[config.mk]
export PLATFORM = sky130hd
export DESIGN_NAME = ccx_channel
export DESIGN_NICKNAME = d
export VERILOG_FILES = /design/src/rtl/ccx_pkg.sv /design/src/rtl/ccx_mode_fsm.sv /design/src/rtl/ccx_shadow_reg.sv /design/src/rtl/ccx_cmp_path.sv /design/src/rtl/ccx_channel.sv
export SDC_FILE = /design/constraint.sdc
export NUM_CORES = 1
export LEC_CHECK = 0
export ABC_AREA = 1
export CAP_MARGIN = 20
export CORE_MARGIN = 8
export CORE_UTILIZATION = 30
export DETAILED_ROUTE_END_ITERATION = 12
export DONT_BUFFER_PORTS = 1
export GPL_ROUTABILITY_DRIVEN = 0
export SYNTH_ARGS = -nofsm -noshare
export SYNTH_HDL_FRONTEND = slang
export SYNTH_HIERARCHICAL = 1
export SYNTH_SLANG_ARGS = --single-unit
[constraint.sdc]
create_clock -name clk -period 2.98 [get_ports clk]
set_input_delay 0.149 -clock clk [delete_from_list [all_inputs] [get_ports clk]]
set_output_delay 0.149 -clock clk [all_outputs]
set_load 0.005 [all_outputs]
[src/rtl/ccx_pkg.sv]
package ccx_pkg;

    typedef enum logic [1:0] {
        MD_OFF = 2'd0,
        MD_CMP = 2'd1,
        MD_CAP = 2'd2
    } mode_e;

    typedef enum logic [1:0] {
        CF_EMPTY = 2'd0,
        CF_HELD  = 2'd1,
        CF_OVER  = 2'd2
    } capf_e;

    typedef struct packed {
        logic capture;
        logic preload;
        logic dither;
    } chan_cfg_t;

endpackage

[src/rtl/ccx_mode_fsm.sv]
module ccx_mode_fsm
    import ccx_pkg::*;
(
    input  logic      clk,
    input  logic      rst_n,
    input  logic      en,
    input  chan_cfg_t cfg_in,
    output mode_e     mode,
    output chan_cfg_t cfg_q
);

    mode_e mode_q, mode_d;

    // State register
    always_ff @(posedge clk or negedge rst_n) begin
        if (!rst_n) begin
            mode_q <= MD_OFF;
        end else begin
            mode_q <= mode_d;
        end
    end

    // Next-state logic
    always_comb begin
        mode_d = mode_q;
        unique case (mode_q)
            MD_OFF: begin
                if (en) begin
                    mode_d = cfg_in.capture ? MD_CAP : MD_CMP;
                end
            end
            MD_CMP: begin
                if (!en) begin
                    mode_d = MD_OFF;
                end
            end
            MD_CAP: begin
                if (!en) begin
                    mode_d = MD_OFF;
                end
            end
            default: mode_d = MD_OFF;
        endcase
    end

    // Configuration is only sampled while disabled
    always_ff @(posedge clk or negedge rst_n) begin
        if (!rst_n) begin
            cfg_q <= '0;
        end else if (mode_q == MD_OFF) begin
            cfg_q <= cfg_in;
        end
    end

    assign mode = mode_q;

endmodule

[src/rtl/ccx_shadow_reg.sv]
module ccx_shadow_reg
    import ccx_pkg::*;
#(
    parameter int DATA_W = 32,
    parameter int FRAC_W = 4
) (
    input  logic              clk,
    input  logic              rst_n,
    input  mode_e             mode,
    input  logic              dither,
    input  logic              wr_en,
    input  logic [DATA_W-1:0] wr_data,
    input  logic              rd_en,
    input  logic [DATA_W-1:0] counter,
    input  logic              capture_evt,
    output logic [DATA_W-1:0] value,
    output logic              cap_pend,
    output logic              ovr_cap
);

    localparam int INT_W = DATA_W - FRAC_W;

    logic [DATA_W-1:0] value_q;
    logic [DATA_W-1:0] cap_word;
    capf_e             flag_q, flag_d;
    logic              cap_take;

    assign cap_take = (mode == MD_CAP) && capture_evt;
    assign cap_word = dither ? {counter[DATA_W-1:FRAC_W], {FRAC_W{1'b0}}} : counter;

    // Visible register: captures in input mode, software writes otherwise
    always_ff @(posedge clk or negedge rst_n) begin
        if (!rst_n) begin
            value_q <= '0;
        end else if (mode == MD_CAP) begin
            if (capture_evt) begin
                value_q <= cap_word;
            end
        end else if (wr_en) begin
            value_q <= wr_data;
        end
    end

    // Capture flag state register
    always_ff @(posedge clk or negedge rst_n) begin
        if (!rst_n) begin
            flag_q <= CF_EMPTY;
        end else begin
            flag_q <= flag_d;
        end
    end

    // Capture flag next-state logic
    always_comb begin
        flag_d = flag_q;
        if (mode != MD_CAP) begin
            flag_d = CF_EMPTY;
        end else begin
            unique case (flag_q)
                CF_EMPTY: begin
                    if (cap_take) flag_d = CF_HELD;
                end
                CF_HELD: begin
                    if (cap_take && rd_en)  flag_d = CF_HELD;
                    else if (cap_take)      flag_d = CF_OVER;
                    else if (rd_en)         flag_d = CF_EMPTY;
                end
                CF_OVER: begin
                    if (cap_take && rd_en)  flag_d = CF_HELD;
                    else if (rd_en)         flag_d = CF_EMPTY;
                end
                default: flag_d = CF_EMPTY;
            endcase
        end
    end

    // Flag outputs
    always_comb begin
        cap_pend = 1'b0;
        ovr_cap  = 1'b0;
        unique case (flag_q)
            CF_EMPTY: ;
            CF_HELD:  cap_pend = 1'b1;
            CF_OVER: begin
                cap_pend = 1'b1;
                ovr_cap  = 1'b1;
            end
            default: ;
        endcase
    end

    assign value = value_q;

    logic unused_int;
    assign unused_int = ^{INT_W{1'b0}};

endmodule

[src/rtl/ccx_cmp_path.sv]
module ccx_cmp_path
    import ccx_pkg::*;
#(
    parameter int DATA_W = 32,
    parameter int FRAC_W = 4
) (
    input  logic              clk,
    input  logic              rst_n,
    input  mode_e             mode,
    input  logic              preload,
    input  logic              dither,
    input  logic              wr_en,
    input  logic [DATA_W-1:0] wr_data,
    input  logic [DATA_W-1:0] shadow,
    input  logic              update_evt,
    input  logic [DATA_W-1:0] counter,
    output logic [DATA_W-1:0] active,
    output logic [FRAC_W-1:0] phase,
    output logic              cmp_out
);

    localparam int INT_W = DATA_W - FRAC_W;

    logic [DATA_W-1:0] active_q;
    logic [FRAC_W-1:0] phase_q;
    logic [FRAC_W-1:0] phase_rev;
    logic              stretch;
    logic [DATA_W-1:0] int_part;
    logic [DATA_W-1:0] eff;

    // Active compare register
    always_ff @(posedge clk or negedge rst_n) begin
        if (!rst_n) begin
            active_q <= '0;
        end else if (mode != MD_CAP) begin
            if (!preload && wr_en) begin
                active_q <= wr_data;
            end else if (preload && update_evt) begin
                active_q <= shadow;
            end
        end
    end

    // Dither period index
    always_ff @(posedge clk or negedge rst_n) begin
        if (!rst_n) begin
            phase_q <= '0;
        end else if (mode == MD_OFF) begin
            phase_q <= '0;
        end else if (mode == MD_CMP && dither && update_evt) begin
            phase_q <= phase_q + 1'b1;
        end
    end

    // Bit reversal of the period index
    for (genvar g = 0; g < FRAC_W; g++) begin : g_rev
        assign phase_rev[g] = phase_q[FRAC_W-1-g];
    end

    assign stretch  = phase_rev < active_q[FRAC_W-1:0];
    assign int_part = {{FRAC_W{1'b0}}, active_q[DATA_W-1:FRAC_W]};

    always_comb begin
        if (dither) begin
            eff = int_part + DATA_W'(stretch);
        end else begin
            eff = active_q;
        end
    end

    assign cmp_out = (mode == MD_CMP) && (counter < eff);
    assign active  = active_q;
    assign phase   = phase_q;

    logic unused_w;
    assign unused_w = ^{INT_W{1'b0}};

endmodule

[src/rtl/ccx_channel.sv]
module ccx_channel
    import ccx_pkg::*;
#(
    parameter int DATA_W = 32,
    parameter int FRAC_W = 4
) (
    input  logic              clk,
    input  logic              rst_n,
    input  logic              chan_en,
    input  logic              cfg_capture,
    input  logic              cfg_preload,
    input  logic              cfg_dither,
    input  logic              wr_en,
    input  logic [DATA_W-1:0] wr_data,
    input  logic              rd_en,
    output logic [DATA_W-1:0] rd_data,
    input  logic [DATA_W-1:0] counter,
    input  logic              update_evt,
    input  logic              capture_evt,
    output logic              cmp_out,
    output logic              cap_pend,
    output logic              ovr_cap
);

    chan_cfg_t         cfg_in;
    chan_cfg_t         cfg_q;
    mode_e             mode_q;
    logic [DATA_W-1:0] shadow_val;
    logic [DATA_W-1:0] act_val;
    logic [FRAC_W-1:0] phase_idx;

    assign cfg_in = '{capture: cfg_capture, preload: cfg_preload, dither: cfg_dither};

    ccx_mode_fsm u_mode (
        .clk    (clk),
        .rst_n  (rst_n),
        .en     (chan_en),
        .cfg_in (cfg_in),
        .mode   (mode_q),
        .cfg_q  (cfg_q)
    );

    ccx_shadow_reg #(.DATA_W(DATA_W), .FRAC_W(FRAC_W)) u_shadow (
        .clk         (clk),
        .rst_n       (rst_n),
        .mode        (mode_q),
        .dither      (cfg_q.dither),
        .wr_en       (wr_en),
        .wr_data     (wr_data),
        .rd_en       (rd_en),
        .counter     (counter),
        .capture_evt (capture_evt),
        .value       (shadow_val),
        .cap_pend    (cap_pend),
        .ovr_cap     (ovr_cap)
    );

    ccx_cmp_path #(.DATA_W(DATA_W), .FRAC_W(FRAC_W)) u_cmp (
        .clk        (clk),
        .rst_n      (rst_n),
        .mode       (mode_q),
        .preload    (cfg_q.preload),
        .dither     (cfg_q.dither),
        .wr_en      (wr_en),
        .wr_data    (wr_data),
        .shadow     (shadow_val),
        .update_evt (update_evt),
        .counter    (counter),
        .active     (act_val),
        .phase      (phase_idx),
        .cmp_out    (cmp_out)
    );

    assign rd_data = shadow_val;

endmodule

==> results.cfg, run 1 <==
[synthesis]
synthesis.area_mm2 = 0.00544
avgSynthCellArea_um2 = 7.18
syn-num-nets = 874
syn_inst = 758
yosysWarnings = 6

[sta]
slew-limit-headroom_pct = 53.7
drv_slew = 0
hold_ws_ns = 0.0127
grt_setup_unrepaired = true
skew_ns = 0.00382
fin_crit_sh_pct = 132
fmax_mhz = 255
worst_slack_ns = -0.944
hold_viol = 0
worst_slew_pin_slew_ns = 0.695
final-setup-viol-count = 1
period_needed_ns = 3.92

[cts]
cts_tree = done
clock_path_buffers = 2
clock-root-buffer = clkbuf_16
clk_latency_ns = 0.35
numCtsBuffers = 9
clock_sinks = 74
htree_levels = 3
cts.clk_slew.worst_paths_ns = 0.06

[drt]
detail_route.first_pass.iterations = 5
wl_met1_um = 7790
vias = 5395
topRoutingLayerUsed = met4
wl_per_cell_um = 16.0
drc_errors = 0
met3WireLength_um = 1390
wl_um = 17500
dr_wl_met2_um = 8150
ant_nets = 0
drtIter0Drc = 324
vias_per_cell = 4.95

[die]
die_height_um = 151
row_count = 49
start_util_pct = 30.4
dieArea_mm2 = 0.0227
core_mm2 = 0.0179
num_io_pins = 109
die_x_um = 151

[finish]
layout.nets = 970
fin_util_pct = 39.3
fill_cells = 1904
multi_input_area_mm2 = 0.00326
drive_gt1_share_pct = 11.2
seq_area_mm2 = 0.00185
syn2layout_area_growth_pct = 29.2

[critical_path]
cp_max_fo = 3
cp-end-kind = output pin
critPathKind = flop to output pin
startpoint_type = flop
reg2reg_depth = 7
cp.required_ns = 2.83
cp.arrival_ns = 3.77

[power]
irDropWorstVdd_mv = 0.818
power.leakage_nw = 3.32
power_density_mw_per_mm2 = 1030

[global_route]
grt_pass1_vias = 5242
grt_first_pass_wirelength_um = 28400
overflow = 0
antenna_found_initial = 1
grt_use_total_pct = 15.8
grt_max_degree = 75

[min_path]
hold_depth = 3
hold_class = input pin to flop

[placed_design]
numPortBuffers = 0
dpl.hpwl_um = 12600

[run_status]
failed_checks = setup timing
status = finished with violations

[flow_run]
drv_cap = 0
[where the power goes]
part           leakage, nW  internal [mW]  switching [mW]
Sequential           0.846           1.49           0.592
Clock                0.143          0.630           0.422
Combinational         2.33           1.78            2.35
[area by class of cell]
cell class | instances | area share [%]
antenna | 1 | 0.0356
tap | 229 | 4.08
timing repair buffer | 120 | 16.1
clock buffer | 14 | 3.90
sequential | 74 | 26.3
multi-input combinational | 591 | 46.4
clock inverter | 2 | 0.142
inverter | 58 | 3.10
[flip-flops by register name, summed over array words and instances (netlist names)]
| signal | count |
|---|---|
| u_cmp/active | 32 |
| u_shadow/value | 32 |
| u_cmp/phase | 4 |
| u_mode/cfg_q | 2 |
| u_mode/mode | 2 |
| u_shadow/flag_q | 2 |
[layer usage]
layer / GRT usage, % / vias to the layer above
li1: - / 2736
met3: 4.54 / 10
met5: 0 / -
met1: 20.2 / 2494
met2: 25.8 / 155
met4: 3.86 / 0
[worst paths after layout]
kind,start,to,slack [ns]
setup / recovery,u_cmp/active[1],cmp_out,-0.94
hold / removal,chan_en,u_mode/mode[0],0.01
setup reg to reg,u_mode/mode[1],u_mode/mode[1],0.70
hold reg to reg,u_mode/cfg_q[1],u_mode/cfg_q[1],0.52
max in group asynchronous,rst_n,u_cmp/active[24],2.29
min in group asynchronous,rst_n,u_cmp/phase[1],0.36
[metrics by stage]
stage               setup WS (ns)  TNS [ns]  total power [mW]  instances  instance area [um2]
floorplan                  -0.212    -0.212              4.61        758                 5470
global placement           -0.593    -0.593              5.64        990                 5860
detailed placement         -0.603    -0.603              5.69        990                 5860
CTS                        -0.929    -0.929              7.28       1086                 6990
global route                -1.23     -1.23              8.00       1089                 7030
finish                     -0.944    -0.944              7.26       1089                 7030
[cells in the final DEF (no fill, tap or decap), types with 2 or more instances in the layout]
cell type and n:
a21oi_1 20, a21oi_2 3, a22oi_1 2, a31oi_1 66
buf_4 40, clkbuf_1 2, clkbuf_16 9, clkbuf_8 3
clkinv_2 2, dfrtp_1 74, dlygate4sd3_1 78, ha_1 39
ha_2 2, inv_1 53, inv_2 4, nand2_1 204
nand2_2 7, nand2_4 6, nand3_1 59, nand3_2 2
nand4_1 10, nor2_1 93, nor2_4 6, nor3_1 8
nor3_4 2, nor4_1 3, o21ai_0 26, o21ai_1 7
o21ai_2 2, xor2_1 15
[timing repair]
item | CTS | global route
hold buffers | 80 | 0
buffers inserted | 0 | 2
endpoints found under the setup margin | 1 | 1
resized for setup | 5 | 8
cloned | 0 | 0
pin swaps | 1 | 6
endpoints found under the hold margin | 144 | 0
[worst max-delay path, stage by stage, from the launching register on]
cell and delay (ns):
dfrtp_1 0.34, inv_1 0.06, ha_1 0.28, o21ai_1 0.07
nand2_1 0.06, a21o_1 0.16, a21oi_2 0.13, ha_2 0.23
nand3_2 0.16, nor2_4 0.14, nand2_2 0.09, nor2_4 0.15
nand4_1 0.12, xor2_1 0.16, nand2_1 0.06, o21ai_1 0.07
ha_1 0.31, a21oi_2 0.13, o21ai_1 0.06, nand3_1 0.07
nand2_1 0.06, a21oi_2 0.16, o21ai_1 0.09, a21oi_1 0.13
buf_4 0.13
(Power assumes the default switching activity.)
==> run 2, diff against run 1 <==
clock period = 3.7 ns   (was 2.98 ns; I/O delays follow)
==> run 2 against run 1 <==
Effect of this change:
- final cell count is 2.3% lower
- sequential share of layout area is 0.21 points higher
- clock power is 7% lower
- count of clock-buffer cells in the layout is 4 lower
- the flow still finishes with violations (setup timing)
- critical path depth is 3 higher
- utilization is 0.31 points lower
- combinational power is 23% lower
- non-clock buffer count is 25 lower
- register-to-register slack better by 0.24 ns
- setup slack better by 0.64 ns
- worst hold slack better by 0.00063 ns
==> results.cfg, run 2 (synthesis gave the netlist of run 1 again) <==
[power]
power.leakage_nw = 3.23
p_total_mw = 5.89
power_density_mw_per_mm2 = 845
irDropWorstVdd_mv = 0.468

[cts]
htree_levels = 3
clock_sinks = 74
clock_path_buffers = 2
clk_latency_ns = 0.35
cts_tree = done
cts.clk_slew.worst_paths_ns = 0.06
clock-root-buffer = clkbuf_16
numCtsBuffers = 9

[drt]
drc_errors = 0
vias_per_cell = 5.04
ant_nets = 0
wl_um = 17700
wl_per_cell_um = 16.6
vias = 5365
drtIter0Drc = 331
detail_route.first_pass.iterations = 5

[critical_path]
reg2reg_slack_ns = 0.94
cp.required_ns = 3.51
critPathKind = flop to output pin
cp-end-kind = output pin
cp.arrival_ns = 3.82
r2r-start = u_mode/mode[0]
reg2reg_depth = 6
startpoint_type = flop
rr_endpoint = u_shadow/value[13]
cp_max_fo = 3

[global_route]
busiest_layer = met2
grt_use_met3_pct = 6.10
gr-usage-met2_pct = 25.7
grt_pass1_vias = 5349
grt_use_total_pct = 16.1
antenna_found_initial = 1
met1_usage_pct = 20.0
overflow = 0
grt_first_pass_wirelength_um = 28600
grt_max_degree = 75

[finish]
drive_gt1_share_pct = 9.95
syn2layout_area_growth_pct = 28.2
fill_cells = 1875
design_area_mm2 = 0.00697
multi_input_area_mm2 = 0.00334
seq_area_mm2 = 0.00185
layout_common_cells = nand2_1 (204), nor2_1 (92), dlygate4sd3_1 (76), dfrtp_1 (74), a31oi_1 (66)
layout.nets = 945
layout_commonest_cell = nand2_1
fin_util_pct = 39.0
final_cells = 1064

[die]
start_util_pct = 30.4
num_io_pins = 109
row_count = 49
die_height_um = 151
dieArea_mm2 = 0.0227
die_x_um = 151
core_mm2 = 0.0179

[sta]
drv_slew = 0
worst_slack_ns = -0.307
grt_setup_unrepaired = true
slew-limit-headroom_pct = 37.1
skew_ns = 0.00734
worst_slew_pin_slew_ns = 0.941
final-setup-viol-count = 1
fmax_mhz = 250
period_needed_ns = 4.01
hold_viol = 0
hold_ws_ns = 0.0133
fin_crit_sh_pct = 108

[placed_design]
numPortBuffers = 0
dpl.hpwl_um = 12100
place_area_mm2 = 0.00561
dp_cells = 961

[min_path]
hold_class = input pin to flop
min_from = wr_en
min_to = u_cmp/active[2]
hold_depth = 2

[flow_run]
drv_cap = 0

[run_status]
failed_checks = setup timing
status = finished with violations
-- run 2: cell types whose count changed in the layout (fill, tap and decap cells not counted), sizes merged --
cell / previous run / this run
dlygate4sd3: 78 / 76
bufinv: 0 / 2
buf: 42 / 19
clkbuf: 14 / 10
clkinvlp: 0 / 1
clkinv: 3 / 4
-- run 2: repair_timing --
| action | 4_1_cts | 5_1_grt |
|---|---|---|
| gates resized for setup | 21 | 14 |
| endpoints found under the hold margin | 137 | 0 |
| hold buffers | 77 | 0 |
| buffers inserted | 5 | 3 |
| pin swaps | 8 | 19 |
| setup endpoints to repair | 1 | 1 |
-- run 2: worst max-delay path by stage --
| stage | startpoint | end | slack [ns] | cells past startpoint |
|---|---|---|---|---|
| after floorplan | u_cmp/phase[2] | cmp_out | 0.46 | 23 |
| after global placement | u_cmp/active[1] | cmp_out | -0.04 | 24 |
| after detailed placement | u_cmp/active[1] | cmp_out | -0.05 | 24 |
| after CTS | u_cmp/active[1] | cmp_out | -0.30 | 24 |
| after global routing | u_cmp/active[1] | cmp_out | -0.62 | 27 |
| final | u_cmp/active[1] | cmp_out | -0.31 | 27 |
-- run 2: routing by layer --
layer  part of all wire, %  up-vias
met1                    44     2508
li1                      -     2694
met5                     0        -
met3                   8.1       18
met4                   1.6        0
met2                    46      145
-- run 2: cell type report --
type	instances	area share (%)
inverter	58	3.12
clock buffer	10	3.43
multi-input combinational	591	47.9
tap	229	4.11
sequential	74	26.6
antenna	1	0.0359
clock inverter	6	1.29
timing repair buffer	95	13.5
-- run 2: through the flow --
step | setup WS (ns) | setup TNS (ns)
after floorplan | 0.455 | 0
after global placement | -0.0397 | -0.0397
after detailed placement | -0.0542 | -0.0542
after CTS | -0.296 | -0.296
after global routing | -0.618 | -0.618
final | -0.307 | -0.307
-- run 2: critical path: stages (launching register included) --
cell and delay (ns):
dfrtp_1 0.39, inv_2 0.08, ha_4 0.19, o21ai_2 0.04
nand2_1 0.06, a21o_1 0.18, a21oi_2 0.17, ha_4 0.18
ha_4 0.14, nand2_4 0.06, nor2_4 0.15, buf_4 0.13
nand2_2 0.07, nor3_4 0.24, nand2_1 0.08, nand2_1 0.05
nand2_1 0.04, nand2_1 0.05, nand2_1 0.06, ha_1 0.17
a21oi_1 0.15, o21ai_1 0.09, nand3_1 0.08, nand2_1 0.06
a21oi_2 0.17, o21ai_2 0.08, a21oi_2 0.14, buf_4 0.14
-- run 2: report_power, final --
group | internal (mW) | switching (mW) | leakage, nW
sequential | 1.20 | 0.533 | 0.846
clock | 0.610 | 0.369 | 0.159
combinational | 1.35 | 1.83 | 2.22
total | 3.16 | 2.74 | 3.23
==> run 3, diff against run 2 <==
RECOVER_POWER = 100   (was default)
==> run 3 against run 2 <==
Effect of this change:
- the run ends with capacitance limit, slew limit, setup timing left
- highest routed layer unchanged
- power decreased by 0.10%
- combinational power about the same
- utilization shrank 0.17 points
- largest power group unchanged
- final cell count did not move
- sequential cell count is the same
- maximum frequency hardly changed
- count of clock-buffer cells in the layout stayed put
- non-clock buffer count unchanged
- worst hold slack improved by 0.00079 ns
- final area shrank 0.45%
- register-to-register slack lost 0.13 ns
==> results.cfg, run 3 (synthesis gave the netlist of run 1 again) <==
[run_status]
status = finished with violations
failed_checks = capacitance limit, slew limit, setup timing

[power]
p_total_mw = 5.88
irDropWorstVdd_mv = 0.464
power.leakage_nw = 3.21
power_density_mw_per_mm2 = 848

[finish]
syn2layout_area_growth_pct = 27.6
design_area_mm2 = 0.00694
seq_area_mm2 = 0.00185
drive_gt1_share_pct = 9.59
fin_util_pct = 38.8
layout_common_cells = nand2_1 (204), nor2_1 (92), dlygate4sd3_1 (76), dfrtp_1 (74), a31oi_1 (66)
multi_input_area_mm2 = 0.00334
final_cells = 1064
fill_cells = 1878
layout_commonest_cell = nand2_1
layout.nets = 945

[drt]
vias = 5362
vias_per_cell = 5.04
wl_met1_um = 7670
wl_um = 17700
topRoutingLayerUsed = met4
wl_per_cell_um = 16.6
drc_errors = 0
detail_route.first_pass.iterations = 5
met3WireLength_um = 1500
drtIter0Drc = 327
dr_wl_met2_um = 8210
ant_nets = 0

[die]
die_height_um = 151
core_mm2 = 0.0179
num_io_pins = 109
start_util_pct = 30.4
dieArea_mm2 = 0.0227
row_count = 49
die_x_um = 151

[flow_run]
drv_cap = 3

[sta]
fmax_mhz = 250
period_needed_ns = 4.00
grt_setup_unrepaired = true
worst_slew_pin_slew_ns = 1.97
totalNegativeSetupSlack_ns = -0.305
worst_slack_ns = -0.305
hold_ws_ns = 0.0141
final-setup-viol-count = 1
hold_viol = 0
skew_ns = 0.00752
fin_crit_sh_pct = 108
drv_slew = 144
slew-limit-headroom_pct = -31.7

[cts]
clk_latency_ns = 0.35
numCtsBuffers = 9
clock_sinks = 74
cts.clk_slew.worst_paths_ns = 0.06
clock-root-buffer = clkbuf_16
cts_tree = done
htree_levels = 3
clock_path_buffers = 2

[critical_path]
setup.worst_path.start = u_cmp/active[1]
cp-end-kind = output pin
startpoint_type = flop
critPathKind = flop to output pin
cp_max_fo = 3
cp.arrival_ns = 3.82
cp.required_ns = 3.51
r2r-start = u_mode/mode[1]

[global_route]
grt_first_pass_wirelength_um = 28600
grt_use_total_pct = 16.1
grt_max_degree = 75
overflow = 0
antenna_found_initial = 1
grt_pass1_vias = 5349

[placed_design]
dpl.hpwl_um = 12100
place_area_mm2 = 0.00561
numPortBuffers = 0
dp_slack_ns = -0.0542
dp_cells = 961

[min_path]
min_from = wr_data[11]
hold_class = input pin to flop
## run 3: cell types whose count changed in the layout (fill, tap and decap cells not counted)
cell and delta:
buf_4 -1, inv_2 -2, clkbuf_1 +1, nor2_2 +1, nor2_4 -1, buf_16 -1
inv_1 +2, clkbuf_2 +1
## run 3: report_power, final
group / total [mW] / switching, mW / internal, mW
clock: 0.979 / 0.369 / 0.610
combinational: 3.18 / 1.83 / 1.35
sequential: 1.73 / 0.531 / 1.20
total: 5.88 / 2.73 / 3.16
## run 3: path summary, 6_finish.rpt
| kind | slack (ns) | depth (start not counted) | to |
|---|---|---|---|
| max | -0.30 | 27 | cmp_out |
| min | 0.01 | 2 | u_cmp/active[11] |
| max reg2reg | 0.81 | 5 | u_shadow/value[3] |
| min reg2reg | 0.51 | 2 | u_mode/cfg_q[1] |
| max in group asynchronous | 1.58 | 2 | u_cmp/active[24] |
| min in group asynchronous | 0.89 | 2 | u_shadow/flag_q[1] |
## run 3: worst max-delay path: stages, from the launching register on
cell and delay, ns:
dfrtp_1 0.39, inv_2 0.08, ha_4 0.19, o21ai_2 0.04, nand2_1 0.06, a21o_1 0.18, a21oi_2 0.17, ha_4 0.18
ha_4 0.14, nand2_4 0.06, nor2_4 0.15, buf_4 0.13, nand2_2 0.07, nor3_4 0.24, nand2_1 0.08, nand2_1 0.05
nand2_1 0.04, nand2_1 0.05, nand2_1 0.06, ha_1 0.17, a21oi_1 0.15, o21ai_1 0.09, nand3_1 0.08, nand2_1 0.06
a21oi_2 0.17, o21ai_2 0.08, a21oi_2 0.15, buf_4 0.14
## run 3: routing by layer
metal | vias to the layer above | track usage [%]
met2 | 155 | 25.7
met5 | - | 0
li1 | 2697 | -
met3 | 19 | 6.10
met4 | 0 | 4.70
met1 | 2491 | 20.0
## run 3: what timing repair did
item                                   in CTS  in global routing
setup buffers                               5                  3
setup endpoints to repair                   1                  1
endpoints found under the hold margin     137                  0
pin swaps                                   8                 19
hold buffers                               77                  0
resized for setup                          21                 14
## run 3: final cells by class
cell class / count / area share (%)
diodes: 1 / 0.0360
clock buffers: 10 / 3.44
multi-input cells: 591 / 48.1
clock inverters: 6 / 1.30
repair buffers: 95 / 13.2
inverters: 58 / 3.14
well taps: 229 / 4.13
flip-flops and latches: 74 / 26.7
